`config.mk`:
```
export PLATFORM = sky130hd
export DESIGN_NAME = vec_irq_ctrl
export DESIGN_NICKNAME = d
export VERILOG_FILES = /design/src/rtl/vic_pkg.sv /design/src/rtl/vic_flag_bank.sv /design/src/rtl/vic_pick.sv /design/src/rtl/vic_nest.sv /design/src/rtl/vec_irq_ctrl.sv
export SDC_FILE = /design/constraint.sdc
export NUM_CORES = 1
export LEC_CHECK = 0
export ABC_AREA = 1
export BUFFER_PORTS_ARGS = -buffer_cell sky130_fd_sc_hd__buf_2
export CAP_MARGIN = 20
export CELL_PAD_IN_SITES_DETAIL_PLACEMENT = 1
export CELL_PAD_IN_SITES_GLOBAL_PLACEMENT = 2
export CORE_UTILIZATION = 21
export DETAILED_ROUTE_END_ITERATION = 10
export PLACE_DENSITY = 0.88
export SYNTH_ARGS = -nofsm -noshare
export SYNTH_HDL_FRONTEND = slang
export SYNTH_SLANG_ARGS = --single-unit
export TNS_END_PERCENT = 1
```
`constraint.sdc`:
```
create_clock -name clk -period 1.8 [get_ports clk]
set_input_delay 0.36 -clock clk [delete_from_list [all_inputs] [get_ports clk]]
set_output_delay 0.36 -clock clk [all_outputs]
set_load 0.005 [all_outputs]
```
`src/rtl/vic_pkg.sv`:
```
package vic_pkg;
    localparam int NSRC      = 6;
    localparam int NHW       = 4;
    localparam int IDX_W     = $clog2(NSRC);
    localparam int CTRL_W    = 8;
    localparam int GLOBAL_EN = CTRL_W - 1;
    localparam int VEC_W     = 16;

    typedef logic [NSRC-1:0]  src_vec_t;
    typedef logic [IDX_W-1:0] src_idx_t;

    typedef struct packed {
        logic     req;
        src_idx_t sel;
        logic     hi;
    } grant_t;
endpackage

```
`src/rtl/vic_flag_bank.sv`:
```
module vic_flag_bank
    import vic_pkg::*;
#(
    parameter int N_SRC = NSRC,
    parameter int N_HW  = NHW
) (
    input  logic                     clk,
    input  logic                     rst_n,
    input  logic [N_HW-1:0]          hw_set_i,
    input  logic [N_SRC-N_HW-1:0]    lvl_i,
    input  logic                     clr_en_i,
    input  logic [IDX_W-1:0]         clr_idx_i,
    output logic [N_SRC-1:0]         flags_o
);
    localparam int N_LVL = N_SRC - N_HW;

    logic [N_HW-1:0] hw_d, hw_q;

    always_comb begin
        hw_d = hw_q;
        for (int i = 0; i < N_HW; i++) begin
            if (clr_en_i && (clr_idx_i == IDX_W'(i))) begin
                hw_d[i] = 1'b0;
            end
            // a fresh event overrides a clear in the same cycle
            if (hw_set_i[i]) begin
                hw_d[i] = 1'b1;
            end
        end
    end

    always_ff @(posedge clk or negedge rst_n) begin
        if (!rst_n) begin
            hw_q <= '0;
        end else begin
            hw_q <= hw_d;
        end
    end

    for (genvar g = 0; g < N_SRC; g++) begin : g_flag
        if (g < N_HW) begin : g_hw
            assign flags_o[g] = hw_q[g];
        end else begin : g_lvl
            assign flags_o[g] = lvl_i[g-N_HW];
        end
    end

    logic unused_lvl;
    assign unused_lvl = ^{N_LVL{1'b0}};
endmodule

```
`src/rtl/vic_pick.sv`:
```
module vic_pick
    import vic_pkg::*;
#(
    parameter int N_SRC = NSRC
) (
    input  logic [N_SRC-1:0] pend_i,
    input  logic [N_SRC-1:0] hi_mask_i,
    input  logic [1:0]       in_service_i,
    output logic             found_o,
    output logic [IDX_W-1:0] idx_o,
    output logic             hi_o
);
    logic [N_SRC-1:0] hi_cand, lo_cand;
    logic             hi_any, lo_any;
    logic [IDX_W-1:0] hi_idx, lo_idx;

    always_comb begin
        hi_cand = (in_service_i[1] == 1'b0)  ? (pend_i & hi_mask_i)  : '0;
        lo_cand = (in_service_i == 2'b00)    ? (pend_i & ~hi_mask_i) : '0;
        hi_any  = 1'b0;
        lo_any  = 1'b0;
        hi_idx  = '0;
        lo_idx  = '0;
        // lowest index wins within a level
        for (int i = N_SRC - 1; i >= 0; i--) begin
            if (hi_cand[i]) begin
                hi_any = 1'b1;
                hi_idx = IDX_W'(i);
            end
            if (lo_cand[i]) begin
                lo_any = 1'b1;
                lo_idx = IDX_W'(i);
            end
        end
        found_o = hi_any | lo_any;
        hi_o    = hi_any;
        idx_o   = hi_any ? hi_idx : lo_idx;
    end
endmodule

```
`src/rtl/vic_nest.sv`:
```
module vic_nest (
    input  logic       clk,
    input  logic       rst_n,
    input  logic       accept_i,
    input  logic       accept_hi_i,
    input  logic       reti_i,
    output logic [1:0] in_service_o
);
    logic [1:0] lvl_d, lvl_q;

    always_comb begin
        lvl_d = lvl_q;
        if (reti_i) begin
            if (lvl_q[1]) begin
                lvl_d[1] = 1'b0;
            end else begin
                lvl_d[0] = 1'b0;
            end
        end
        if (accept_i) begin
            lvl_d[accept_hi_i] = 1'b1;
        end
    end

    always_ff @(posedge clk or negedge rst_n) begin
        if (!rst_n) begin
            lvl_q <= 2'b00;
        end else begin
            lvl_q <= lvl_d;
        end
    end

    assign in_service_o = lvl_q;
endmodule

```
`src/rtl/vec_irq_ctrl.sv`:
```
module vec_irq_ctrl
    import vic_pkg::*;
#(
    parameter logic [VEC_W-1:0] VEC_BASE = 16'h0003,
    parameter int               VEC_STEP = 8
) (
    input  logic              clk,
    input  logic              rst_n,
    input  logic [CTRL_W-1:0] enable_i,
    input  logic [CTRL_W-1:0] prio_i,
    input  logic              ext0_evt_i,
    input  logic              tmr0_evt_i,
    input  logic              ext1_evt_i,
    input  logic              tmr1_evt_i,
    input  logic              ser_rx_i,
    input  logic              ser_tx_i,
    input  logic              tmr2_i,
    input  logic              boundary_i,
    input  logic              ack_i,
    input  logic              reti_i,
    output logic              irq_req_o,
    output logic [VEC_W-1:0]  irq_vec_o,
    output logic [NSRC-1:0]   flags_o,
    output logic [1:0]        in_service_o
);
    grant_t           grant_d, grant_q;
    src_vec_t         flags, pend;
    logic             found, found_hi, take, acked;
    src_idx_t         found_idx;
    logic [NHW-1:0]   hw_set;
    logic [1:0]       lvl_in;

    assign hw_set = {tmr1_evt_i, ext1_evt_i, tmr0_evt_i, ext0_evt_i};
    assign lvl_in = {tmr2_i, ser_rx_i | ser_tx_i};

    vic_flag_bank #(.N_SRC(NSRC), .N_HW(NHW)) u_flags (
        .clk       (clk),
        .rst_n     (rst_n),
        .hw_set_i  (hw_set),
        .lvl_i     (lvl_in),
        .clr_en_i  (acked),
        .clr_idx_i (grant_q.sel),
        .flags_o   (flags)
    );

    assign pend = flags & enable_i[NSRC-1:0] & {NSRC{enable_i[GLOBAL_EN]}};

    vic_pick #(.N_SRC(NSRC)) u_pick (
        .pend_i       (pend),
        .hi_mask_i    (prio_i[NSRC-1:0]),
        .in_service_i (in_service_o),
        .found_o      (found),
        .idx_o        (found_idx),
        .hi_o         (found_hi)
    );

    vic_nest u_nest (
        .clk          (clk),
        .rst_n        (rst_n),
        .accept_i     (acked),
        .accept_hi_i  (grant_q.hi),
        .reti_i       (reti_i),
        .in_service_o (in_service_o)
    );

    always_comb begin
        acked   = ack_i & grant_q.req;
        take    = boundary_i & ~grant_q.req & found;
        grant_d = grant_q;
        if (acked) begin
            grant_d.req = 1'b0;
        end else if (take) begin
            grant_d.req = 1'b1;
            grant_d.sel = found_idx;
            grant_d.hi  = found_hi;
        end
    end

    always_ff @(posedge clk or negedge rst_n) begin
        if (!rst_n) begin
            grant_q <= '0;
        end else begin
            grant_q <= grant_d;
        end
    end

    logic unused_ctrl;
    assign unused_ctrl = ^{enable_i[CTRL_W-2:NSRC], prio_i[CTRL_W-1:NSRC]};

    assign irq_req_o = grant_q.req;
    assign irq_vec_o = grant_q.req
                     ? (VEC_BASE + VEC_W'(grant_q.sel) * VEC_W'(VEC_STEP))
                     : '0;
    assign flags_o   = flags;
endmodule

```
**Word-level counts from Yosys, hierarchy flattened**

Index checks and enable logic that the tools add are counted.

- $add $sub $neg: 1
- Bitwise gates (word level): 13
- Reduce and logical (&&, ||, !) cells: 13
- Order comparisons: 2
- Shift operators: 0
- Eq/ne operators: 3
- Div/mod/pow operators: 0
- $mul: 0
- Mux-type cells: 43

Operator list:

| cell | number |
|---|---|
| 3-bit 2-to-1 mux | 13 |
| 6-bit bitwise AND | 4 |
| 1-bit 2-to-1 mux | 23 |
| 6-bit 2-to-1 mux | 2 |
| 2-bit nonzero test | 5 |
| 2-bit by 6-bit adder with 7-bit output (first input constant) | 1 |
| 7-bit 2-to-1 mux | 1 |
| 3-bit by 2-bit equality test with 1-bit output (second input constant) | 2 |
| 6-bit NOT | 1 |
| 1-bit logical AND | 5 |
| 5-bit 2-to-1 mux | 1 |
| 2-bit 2-to-1 mux | 2 |
| 1-bit bitwise AND | 3 |
| 3-bit by 1-bit equality test with 1-bit output (second input constant) | 1 |
| 3-bit zero test | 1 |
| 2-bit zero test | 1 |
| 1-bit by 2-bit less-than comparator with 1-bit output (second input constant) | 1 |
| 1-bit NOT | 2 |
| 1-bit bitwise OR | 2 |
| 2-bit bitwise OR | 1 |
| 2-bit AND reduction | 1 |
| 1-bit demux with 1-bit select | 1 |
| 1-bit >= comparator (second input constant) | 1 |

- Bits in latches: 0
- RAM bits: 0
- Logic and storage cells: 83
- Memory bits (read-only): 0
- Memories kept: 0
- Output and inout bits: 25
- Register bits: 11
- Input port bits: 28

**Depth between registers and ports, before layout**

Gate-level depths: netlist of run 1.

- Depth in word-level cells: 15
- Depth in mapped cells: 12
- Depth with buffers taken out: 12

**Hierarchy**

From an unflattened synthesis of run 1, not the netlist that was laid out.

- Cells, all modules: 158
- Area, all modules: 1009.7 µm²

Modules (own cells, without submodules):

| module | sequential area each (µm²) | cells each | times used | area an instance (µm²) |
|---|---|---|---|---|
| vec_irq_ctrl | 125.1 | 56 | 1 | 392.9 |
| vic_pick | 0.0 | 61 | 1 | 315.3 |
| vic_flag_bank | 100.1 | 31 | 1 | 216.5 |
| vic_nest | 50.0 | 10 | 1 | 85.1 |

**Worst setup path before layout of run 1**

No wires, ideal clock.

- Path kind: register to register
- Start point: register u_nest.lvl_q[1], in the netlist u_nest.in_service_o[1]
- End point: register grant_q[1] (netlist name)
- Library setup time: 0.116 ns
- Arrival: 1.182 ns
- Setup slack: 0.502 ns
- Required time: 1.684 ns
- Cell stages (with the launch flop): 11
- Path through: dfrtp_1 -> nor2_1 -> nand2_1 -> nor2_2 -> inv_1 -> nand2_1 -> nor2_1 -> nand2_1 -> nand2_2 -> nand3_1 -> nand2_1

- Longest elaborated chain between the ends: 11

Ends and longest elaborated chain:

| what | line | text |
|---|---|---|
| start: declaration | vic_nest.sv:9 | `logic [1:0] lvl_d, lvl_q;` |
| start signal: assignment | vic_nest.sv:29 | `lvl_q <= lvl_d;` |
| 2-bit zero test | vic_pick.sv:19 | `lo_cand = (in_service_i == 2'b00) ? (pend_i & ~hi_mask_i) : '0;` |
| 6-bit 2-to-1 mux | vic_pick.sv:19 |  |
| 1-bit 2-to-1 mux (6 in series) | vic_pick.sv:30 | `if (lo_cand[i]) begin` |
| 1-bit bitwise OR | vic_pick.sv:35 | `found_o = hi_any \| lo_any;` |
| 1-bit bitwise AND | vec_irq_ctrl.sv:68 | `take = boundary_i & ~grant_q.req & found;` |
| 2-bit AND reduction (no source line) | -- |  |
| end signal: assignment | vec_irq_ctrl.sv:83 | `grant_q <= grant_d;` |
| end: declaration | vec_irq_ctrl.sv:26 | `grant_t grant_d, grant_q;` |

Parallel ways exist; a longest one is shown, timed or not.
A chain may end at the register's enable or synchronous reset.

**Final worst setup path of run 1**

Ends and elaborated chain as after synthesis.

==> results of run 1 <==
## placed cells by master, fill, tap and decap left out
cell type / count
nand2_4: 2
dlygate4sd3_1: 1
o21ai_1: 1
a21o_1: 4
nand2_1: 50
o21ai_2: 1
clkbuf_1: 1
o21ai_0: 3
o211ai_1: 1
a21oi_1: 2
buf_2: 38
nor2_1: 21
nand3_1: 12
inv_1: 18
nor2_2: 3
inv_2: 2
nand2_2: 4
buf_4: 1
conb_1: 11
nor2_4: 1
clkbuf_8: 3
dfrtp_1: 11
## power by group
part           internal (mW)  switching, mW
clock network          0.155         0.0914
logic                  0.239          0.361
registers              0.334          0.108
## state kept, by name, summed over array words and instances, names as in the netlist
name	cells
grant_q	4
u_flags.hw_q	4
irq_req_o	1
u_nest.in_service_o	2
## layer usage
metal,up-vias,part of all wire,global-route usage
met5,-,0,0
met4,0,0.014,0.0459
met3,5,0.064,0.0214
met2,30,0.45,0.174
met1,428,0.47,0.150
li1,516,-,-
## timing repair
item	in CTS	in global routing
hold buffers	1	0
buffers inserted	0	0
hold endpoints to repair	11	0
setup endpoints to repair	0	0
gates resized for setup	0	0
## area by class of cell
class,count,share of cell area
inverters,20,0.0632
flip-flops and latches,11,0.232
clock buffers,4,0.0379
well taps,50,0.0527
multi-input cells,116,0.439
repair buffers,40,0.175
## stage by stage
| stage | hold WS [ns] | instances | utilization | cell area [sq um] | setup WS, ns |
|---|---|---|---|---|---|
| floorplan | 0.0644 | 161 | - | 977 | 0.502 |
| global placement | 0.241 | 236 | 0.273 | 1130 | 0.301 |
| detailed placement | 0.248 | 236 | 0.273 | 1130 | 0.281 |
| CTS | 0.295 | 241 | 0.287 | 1190 | 0.262 |
| global route | 0.300 | 241 | 0.287 | 1190 | 0.177 |
| finish | 0.296 | 241 | 0.287 | 1190 | 0.297 |
## path summary, 6_finish.rpt
check / to / slack, ns / cells after the start
max: grant_q[1]$_DFFE_PN0P_ / 0.30 / 9
min: u_flags.hw_q[1]$_DFFE_PN0P_ / 0.30 / 2
max reg2reg: grant_q[1]$_DFFE_PN0P_ / 0.30 / 9
min reg2reg: u_nest.in_service_o[0]$_DFF_PN0_ / 0.48 / 1
max in group asynchronous: u_nest.in_service_o[1]$_DFF_PN0_ / 1.06 / 2
min in group asynchronous: u_flags.hw_q[0]$_DFFE_PN0P_ / 0.53 / 2
## critical path: stages, from the launching register on
cell and delay (ns):
dfrtp_1 0.43, nor2_1 0.25, nand2_1 0.10, o21ai_1 0.19
inv_1 0.07, nand2_1 0.09, nand2_2 0.10, nand2_2 0.10
nand2_1 0.06, nand2_1 0.06
## cells by family (layout without fill, tap and decap cells)
family	after synthesis	after routing	synth area share
simple gates	93	93	0.430
buf+inv	34	64	0.192
compound gates	12	12	0.0812
flops	11	11	0.293
other cells	1	11	0.00399
==> metrics.txt, run 1 <==
Die ar. 0.00475 sq mm; Final Max Slew Viols 0; number of global-route vias before repair 897; clock slew at the register clock pins of the worst setup and hold paths 0.05 ns; Worst Setup End Kind register; syn avg cell area 6.22 sq um; VDD IR-drop max 0.000544 V; commonest register cell after synthesis dfrtp_1; mapped cell area 940 sq um; Final Skew 0.00105 ns; Buffers on Ports 38; post-synth top area cell dfrtp_1; max capacitance violation total 0; register bit total from synthesis 11; DR vias 979; fill cell count 566; worst setup path start u_nest.in_service_o[1]$_DFF_PN0_; outcome finished, final reports clean; Ports 53; pwr dens 1090 mW/mm^2; largest net degree at the start of global routing 12; list of most frequent post-synthesis cells nand2_1, nor2_1, inv_1; Synth cell types 18; RSZ-0062 raised after global routing false; CTS max path bufs 2; Critical Path Fanout Max 6; Starting DRT DRC Count 35; # rows 23; post-DP HPWL 2120 microns; Die Height 68.9 microns; nets@finish 220; initial core utilization 0.227; Final min period 1.50 ns; Synth area leaders dfrtp_1, nand2_1, buf_4; clock tree from TritonCTS done; yosys warns 0; Core Region 0.00414 sq mm; clk root buf clkbuf_8; Synth top area share 0.293; type of the worst setup path register to register; Hold/Removal Path Class input pin to register; Residual DRC 0; Overflow after GRT 0; Clock Latency Late Sink 0.24 ns; area of the multi-input gates 522 sq um; Worst Setup Start Kind register; GRT Total Usage 0.112; Die W 68.9 microns; HP Start tmr0_evt_i; vias per cell 4.06; FF-to-FF Start u_nest.in_service_o[1]$_DFF_PN0_; CP arrival 1.68 ns; Synth-to-Final Area Change 26.4%; DR pass1 iterations 4; Placer Congestion 0.735; Synth Instances 151; final wirelength 2450 microns; Static Leak 0.703 nW; clk sinks 11; CTS buffer count 3; final setup TNS 0 ns; Post-synth EDFFs 0; period utilisation layout 0.835; fmax 0.665 GHz; H-Tree Depth 1; cell with the most instances after synthesis nand2_1; number of routed nets with antenna violations 0; Reg area 275 sq um; Seq/Total Area, Yosys 0.293; initial antenna violation count 0; DR WL/cell 10.2 microns; CP Data Required Time 1.98 ns; layout cell share with drive strength beyond 1 0.288; Fin. Hold Viols 0; diode count 0; Final Setup Violations 0; Final Power 1.29 mW; ys async rst share 1.00; global-route wire length before repair 3890 microns
Note: power is estimated with default switching activity, not from simulation.
==> run 2, diff against run 1 <==
==> constraint.sdc (replaced) <==
create_clock -name clk -period 1.5 [get_ports clk]
set_input_delay 0.3 -clock clk [delete_from_list [all_inputs] [get_ports clk]]
set_output_delay 0.3 -clock clk [all_outputs]
set_load 0.005 [all_outputs]
==> run 2 against run 1 <==
Clock skew up 0.0034 ns. Clock power up 21%. Critical path type unchanged. First-iteration DRC count down 51%. Utilization up 1.3 points. Largest power group unchanged. Largest cell class unchanged.
==> metrics.txt, run 2 (synthesized netlist as in run 1, its figures left out) <==
outcome finished, final reports clean; cell family with most CP delay simple AND/OR/NAND/NOR gates; pwr dens 1330 mW/mm^2; post-DP HPWL 2120 microns; Placer Congestion 0.714; nets@finish 224; DR WL/cell 10.4 microns; RSZ-0062 raised after global routing true; Critical Path Fanout Max 6; Die W 68.9 microns; CTS buffer count 3; post-placement cell area 0.00115 sq mm; area of the multi-input gates 542 sq um; CP Buf/Inv Count 1; diode count 0; Hold/Removal Path Class input pin to register; VDD IR-drop max 0.000558 V; global-route wire length before repair 3970 microns; CTS max path bufs 2; clock slew at the register clock pins of the worst setup and hold paths 0.05 ns; Final min period 1.42 ns; fill cell count 564; commonest non-fill, non-tap cell in the layout nand2_1; Residual DRC 0; reg2reg path depth 10; max capacitance violation total 0; clk sinks 11; Worst Setup End Kind register; Synth-to-Final Area Change 32.1%; DR pass1 iterations 4; clock tree from TritonCTS done; DR vias 1008; CP arrival 1.55 ns; GRT Total Usage 0.114; Starting DRT DRC Count 17; Final Max Slew Viols 0; most used cell, CP nand2_1; period utilisation layout 0.944; Final Setup Violations 0; Core Region 0.00414 sq mm; FF-to-FF Start u_nest.in_service_o[1]$_DFF_PN0_; Overflow after GRT 0; Die ar. 0.00475 sq mm; type of the worst setup path register to register; initial core utilization 0.227; Hold Path Depth 2; hold_ws 0.234 ns; number of routed nets with antenna violations 0; vias per cell 4.11; WHS Endpoint u_flags.hw_q[1]$_DFFE_PN0P_; most frequent cells in the layout nand2_1, buf_2, nor2_1; clk root buf clkbuf_8; Final Skew 0.00448 ns; H-Tree Depth 1; Static Leak 0.731 nW; layout cell share with drive strength beyond 1 0.313; # rows 23; Crit Reg-Reg Endpoint grant_q[1]$_DFFE_PN0P_; fin util 0.300; crit-path cells buf_6 -> nor2_1 -> nand2_1 -> nand2_2 -> nor2_4 -> nand2_4 -> nand2_4 -> nand2_2 -> nand2_1 -> nand2_1; fmax 0.707 GHz; Clock Latency Late Sink 0.24 ns; Ports 53; HP Start tmr0_evt_i; largest net degree at the start of global routing 12; Reg area 275 sq um; Worst Setup Start Kind register; number of global-route vias before repair 933; Max stage delay on crit path 0.39 ns; Buffers on Ports 38; initial antenna violation count 0; final wirelength 2540 microns; Fin. Hold Viols 0; FF-to-FF setup slack 0.08 ns; CP Data Required Time 1.63 ns; slowest library cell on the worst path dfrtp_1; Die Height 68.9 microns; Final Cell Area 0.00124 sq mm
run 2: what timing repair did:
action / 4_1_cts / 5_1_grt
hold endpoints to repair: 11 / 0
resized for setup: 0 / 6
setup buffers: 0 / 2
endpoints found under the setup margin: 0 / 4
hold buffers: 1 / 0
run 2: stage by stage:
stage	setup WS, ns	instances	setup TNS [ns]	power [mW]
after floorplan	0.202	161	0	1.03
after global placement	0.0744	238	0	1.30
after detailed placement	0.0403	238	0	1.32
after CTS	0.0418	243	0	1.64
after global routing	-0.0280	245	-0.0614	1.81
final	0.0846	245	0	1.65
run 2: final cells by class:
| class | instances | area share |
|---|---|---|
| inverters | 20 | 0.0605 |
| multi-input cells | 116 | 0.436 |
| clock buffers | 4 | 0.0363 |
| flip-flops and latches | 11 | 0.222 |
| well taps | 50 | 0.0504 |
| repair buffers | 44 | 0.195 |
run 2: layer usage:
layer  wire (microns)  GRT usage
met1             1140      0.136
met2             1220      0.203
met3              141     0.0115
met4               41     0.0536
met5                0          0
run 2: worst max-delay path by stage:
stage                                           startpoint                      to  cells past startpoint
after global routing      u_nest.in_service_o[1]$_DFF_PN0_  grant_q[1]$_DFFE_PN0P_                     11
final                     u_nest.in_service_o[1]$_DFF_PN0_  grant_q[1]$_DFFE_PN0P_                     10
after CTS                 u_nest.in_service_o[1]$_DFF_PN0_  grant_q[1]$_DFFE_PN0P_                     10
after global placement                         enable_i[7]  grant_q[1]$_DFFE_PN0P_                     11
after detailed placement                       enable_i[7]  grant_q[1]$_DFFE_PN0P_                     11
after floorplan           u_nest.in_service_o[1]$_DFF_PN0_  grant_q[1]$_DFFE_PN0P_                     10
run 2: where the power goes:
group	leakage (nW)	total [mW]	internal (mW)	switching [mW]
Sequential	0.126	0.529	0.401	0.127
Clock	0.0228	0.298	0.187	0.111
Combinational	0.583	0.826	0.352	0.474
Total	0.731	1.65	0.940	0.713
==> run 3, diff against run 2 <==
--- a/config.mk
+++ b/config.mk
@@ -8,7 +8,7 @@
 export ABC_AREA = 1
 export BUFFER_PORTS_ARGS = -buffer_cell sky130_fd_sc_hd__buf_2
 export CAP_MARGIN = 20
-export CELL_PAD_IN_SITES_DETAIL_PLACEMENT = 1
+export CELL_PAD_IN_SITES_DETAIL_PLACEMENT = 0
 export CELL_PAD_IN_SITES_GLOBAL_PLACEMENT = 2
 export CORE_UTILIZATION = 21
 export DETAILED_ROUTE_END_ITERATION = 10
==> run 3 against run 2 <==
Design area grew 2.4%. Non-clock buffer count is the same. Utilization grew 0.72 points. Die area is the same. Combinational power grew 2%. Critical path type unchanged. Largest power group unchanged.
==> metrics.txt, run 3 (synthesized netlist as in run 1, its figures left out) <==
CTS max path bufs 2; initial antenna violation count 0; vias per cell 4.05; CP Data Required Time 1.68 ns; number of routed nets with antenna violations 0; # rows 23; sw frac 0.431; clock slew at the register clock pins of the worst setup and hold paths 0.05 ns; diode count 0; largest net degree at the start of global routing 12; Die ar. 0.00475 sq mm; number of global-route vias before repair 884; fmax 0.708 GHz; Critical Path Sink grant_q[1]$_DFFE_PN0P_; Final Skew 0.00505 ns; FF-to-FF setup slack 0.09 ns; Reg area 275 sq um; clock tree from TritonCTS done; Worst Setup Start Kind register; Residual DRC 0; most frequent cells in the layout nand2_1, buf_2, inv_1; initial core utilization 0.227; Starting DRT DRC Count 38; Critical Path Fanout Max 6; outcome finished, final reports clean; sequential share of power 0.316; Final min period 1.41 ns; type of the worst setup path register to register; clk sinks 11; worst setup path start u_nest.in_service_o[1]$_DFF_PN0_; area of the multi-input gates 572 sq um; DR pass1 iterations 4; clk root buf clkbuf_8; Buffers on Ports 38; global-route wire length before repair 3730 microns; CTS buffer count 3; clock network power share 0.181; Crit Reg-Reg Endpoint grant_q[1]$_DFFE_PN0P_; VDD IR-drop max 0.000599 V; max capacitance violation total 0; DR vias 993; Fin. Hold Viols 0; Core Region 0.00414 sq mm; Overflow after GRT 0; post-DP HPWL 1910 microns; Internal 0.949 mW; Die W 68.9 microns; Static Leak 0.736 nW; Clock Latency Late Sink 0.24 ns; DR WL/cell 9.60 microns; FF-to-FF Start u_nest.in_service_o[1]$_DFF_PN0_; fill cell count 507; CP arrival 1.60 ns; Final Setup Violations 0; net switching power 0.718 mW; Ports 53; Placer Congestion 0.714; Worst Setup End Kind register; reg2reg path depth 12; nets@finish 224; Hold/Removal Path Class input pin to register; GRT Total Usage 0.108; final wirelength 2350 microns; Final Max Slew Viols 0; Comb power frac 0.504; period utilisation layout 0.942; layout cell share with drive strength beyond 1 0.349; H-Tree Depth 1; final setup TNS 0 ns; commonest non-fill, non-tap cell in the layout nand2_1; Hold Path Depth 2; Die Height 68.9 microns; Synth-to-Final Area Change 35.3%; pwr dens 1310 mW/mm^2; Final Power 1.67 mW
## run 3: cell types whose count changed in the layout (fill, tap and decap cells not counted)
cell / before / now
a21oi_1: 2 / 1
a21oi_2: 0 / 1
nor2_1: 21 / 16
nor2_2: 2 / 5
nor2_4: 2 / 4
o21ai_1: 1 / 0
o21ai_2: 1 / 2
## run 3: metal layers
metal  wire, microns  track usage
met1            1110        0.144
met5               0            0
met3             140       0.0148
met4              42       0.0536
met2            1060        0.169
## run 3: power by group through the flow
stage	logic [mW]	registers, mW	clock network (mW)
after global placement	0.770	0.528	0
after floorplan	0.518	0.517	0
after detailed placement	0.770	0.531	0
after CTS	0.777	0.527	0.309
after global routing	0.956	0.546	0.319
final	0.840	0.526	0.301
## run 3: area by class of cell
class	instances	share of cell area
Clock buffer	4	0.0354
Inverter	20	0.0591
Multi-Input combinational cell	116	0.450
Sequential cell	11	0.217
Tap cell	50	0.0492
Timing Repair Buffer	44	0.190
## run 3: stage by stage
stage	std cells	area, sq um	utilization	setup slack [ns]	hold slack, ns
floorplan	161	977	-	0.202	0.00441
global placement	238	1150	0.277	0.0744	0.181
detailed placement	238	1150	0.277	0.0740	0.181
CTS	243	1200	0.290	0.0772	0.237
global route	245	1270	0.307	-0.0195	0.249
finish	245	1270	0.307	0.0877	0.239
## run 3: worst max-delay path, stage by stage (launching register included)
cell and delay [ns]:
dfrtp_1 0.41, nor2_1 0.11, buf_4 0.13, nand2_1 0.05
nor2_2 0.10, inv_1 0.06, nand2_1 0.06, nor2_1 0.04
nand2_1 0.10, nand2_4 0.08, nand2_2 0.09, nand2_1 0.06
nand2_1 0.06
## run 3: worst min path at each step
stage / from / end / slack (ns)
floorplan: rst_n / grant_q[0]$_DFFE_PN0P_ / 0.004
global placement: rst_n / u_flags.hw_q[0]$_DFFE_PN0P_ / 0.18
detailed placement: rst_n / u_flags.hw_q[0]$_DFFE_PN0P_ / 0.18
CTS: tmr0_evt_i / u_flags.hw_q[1]$_DFFE_PN0P_ / 0.24
global route: tmr0_evt_i / u_flags.hw_q[1]$_DFFE_PN0P_ / 0.25
finish: tmr0_evt_i / u_flags.hw_q[1]$_DFFE_PN0P_ / 0.24
## run 3: what timing repair did
action | 4_1_cts | 5_1_grt
endpoints found under the hold margin | 11 | 0
endpoints found under the setup margin | 0 | 4
setup buffers | 0 | 2
hold buffers | 1 | 0
resized for setup | 0 | 15
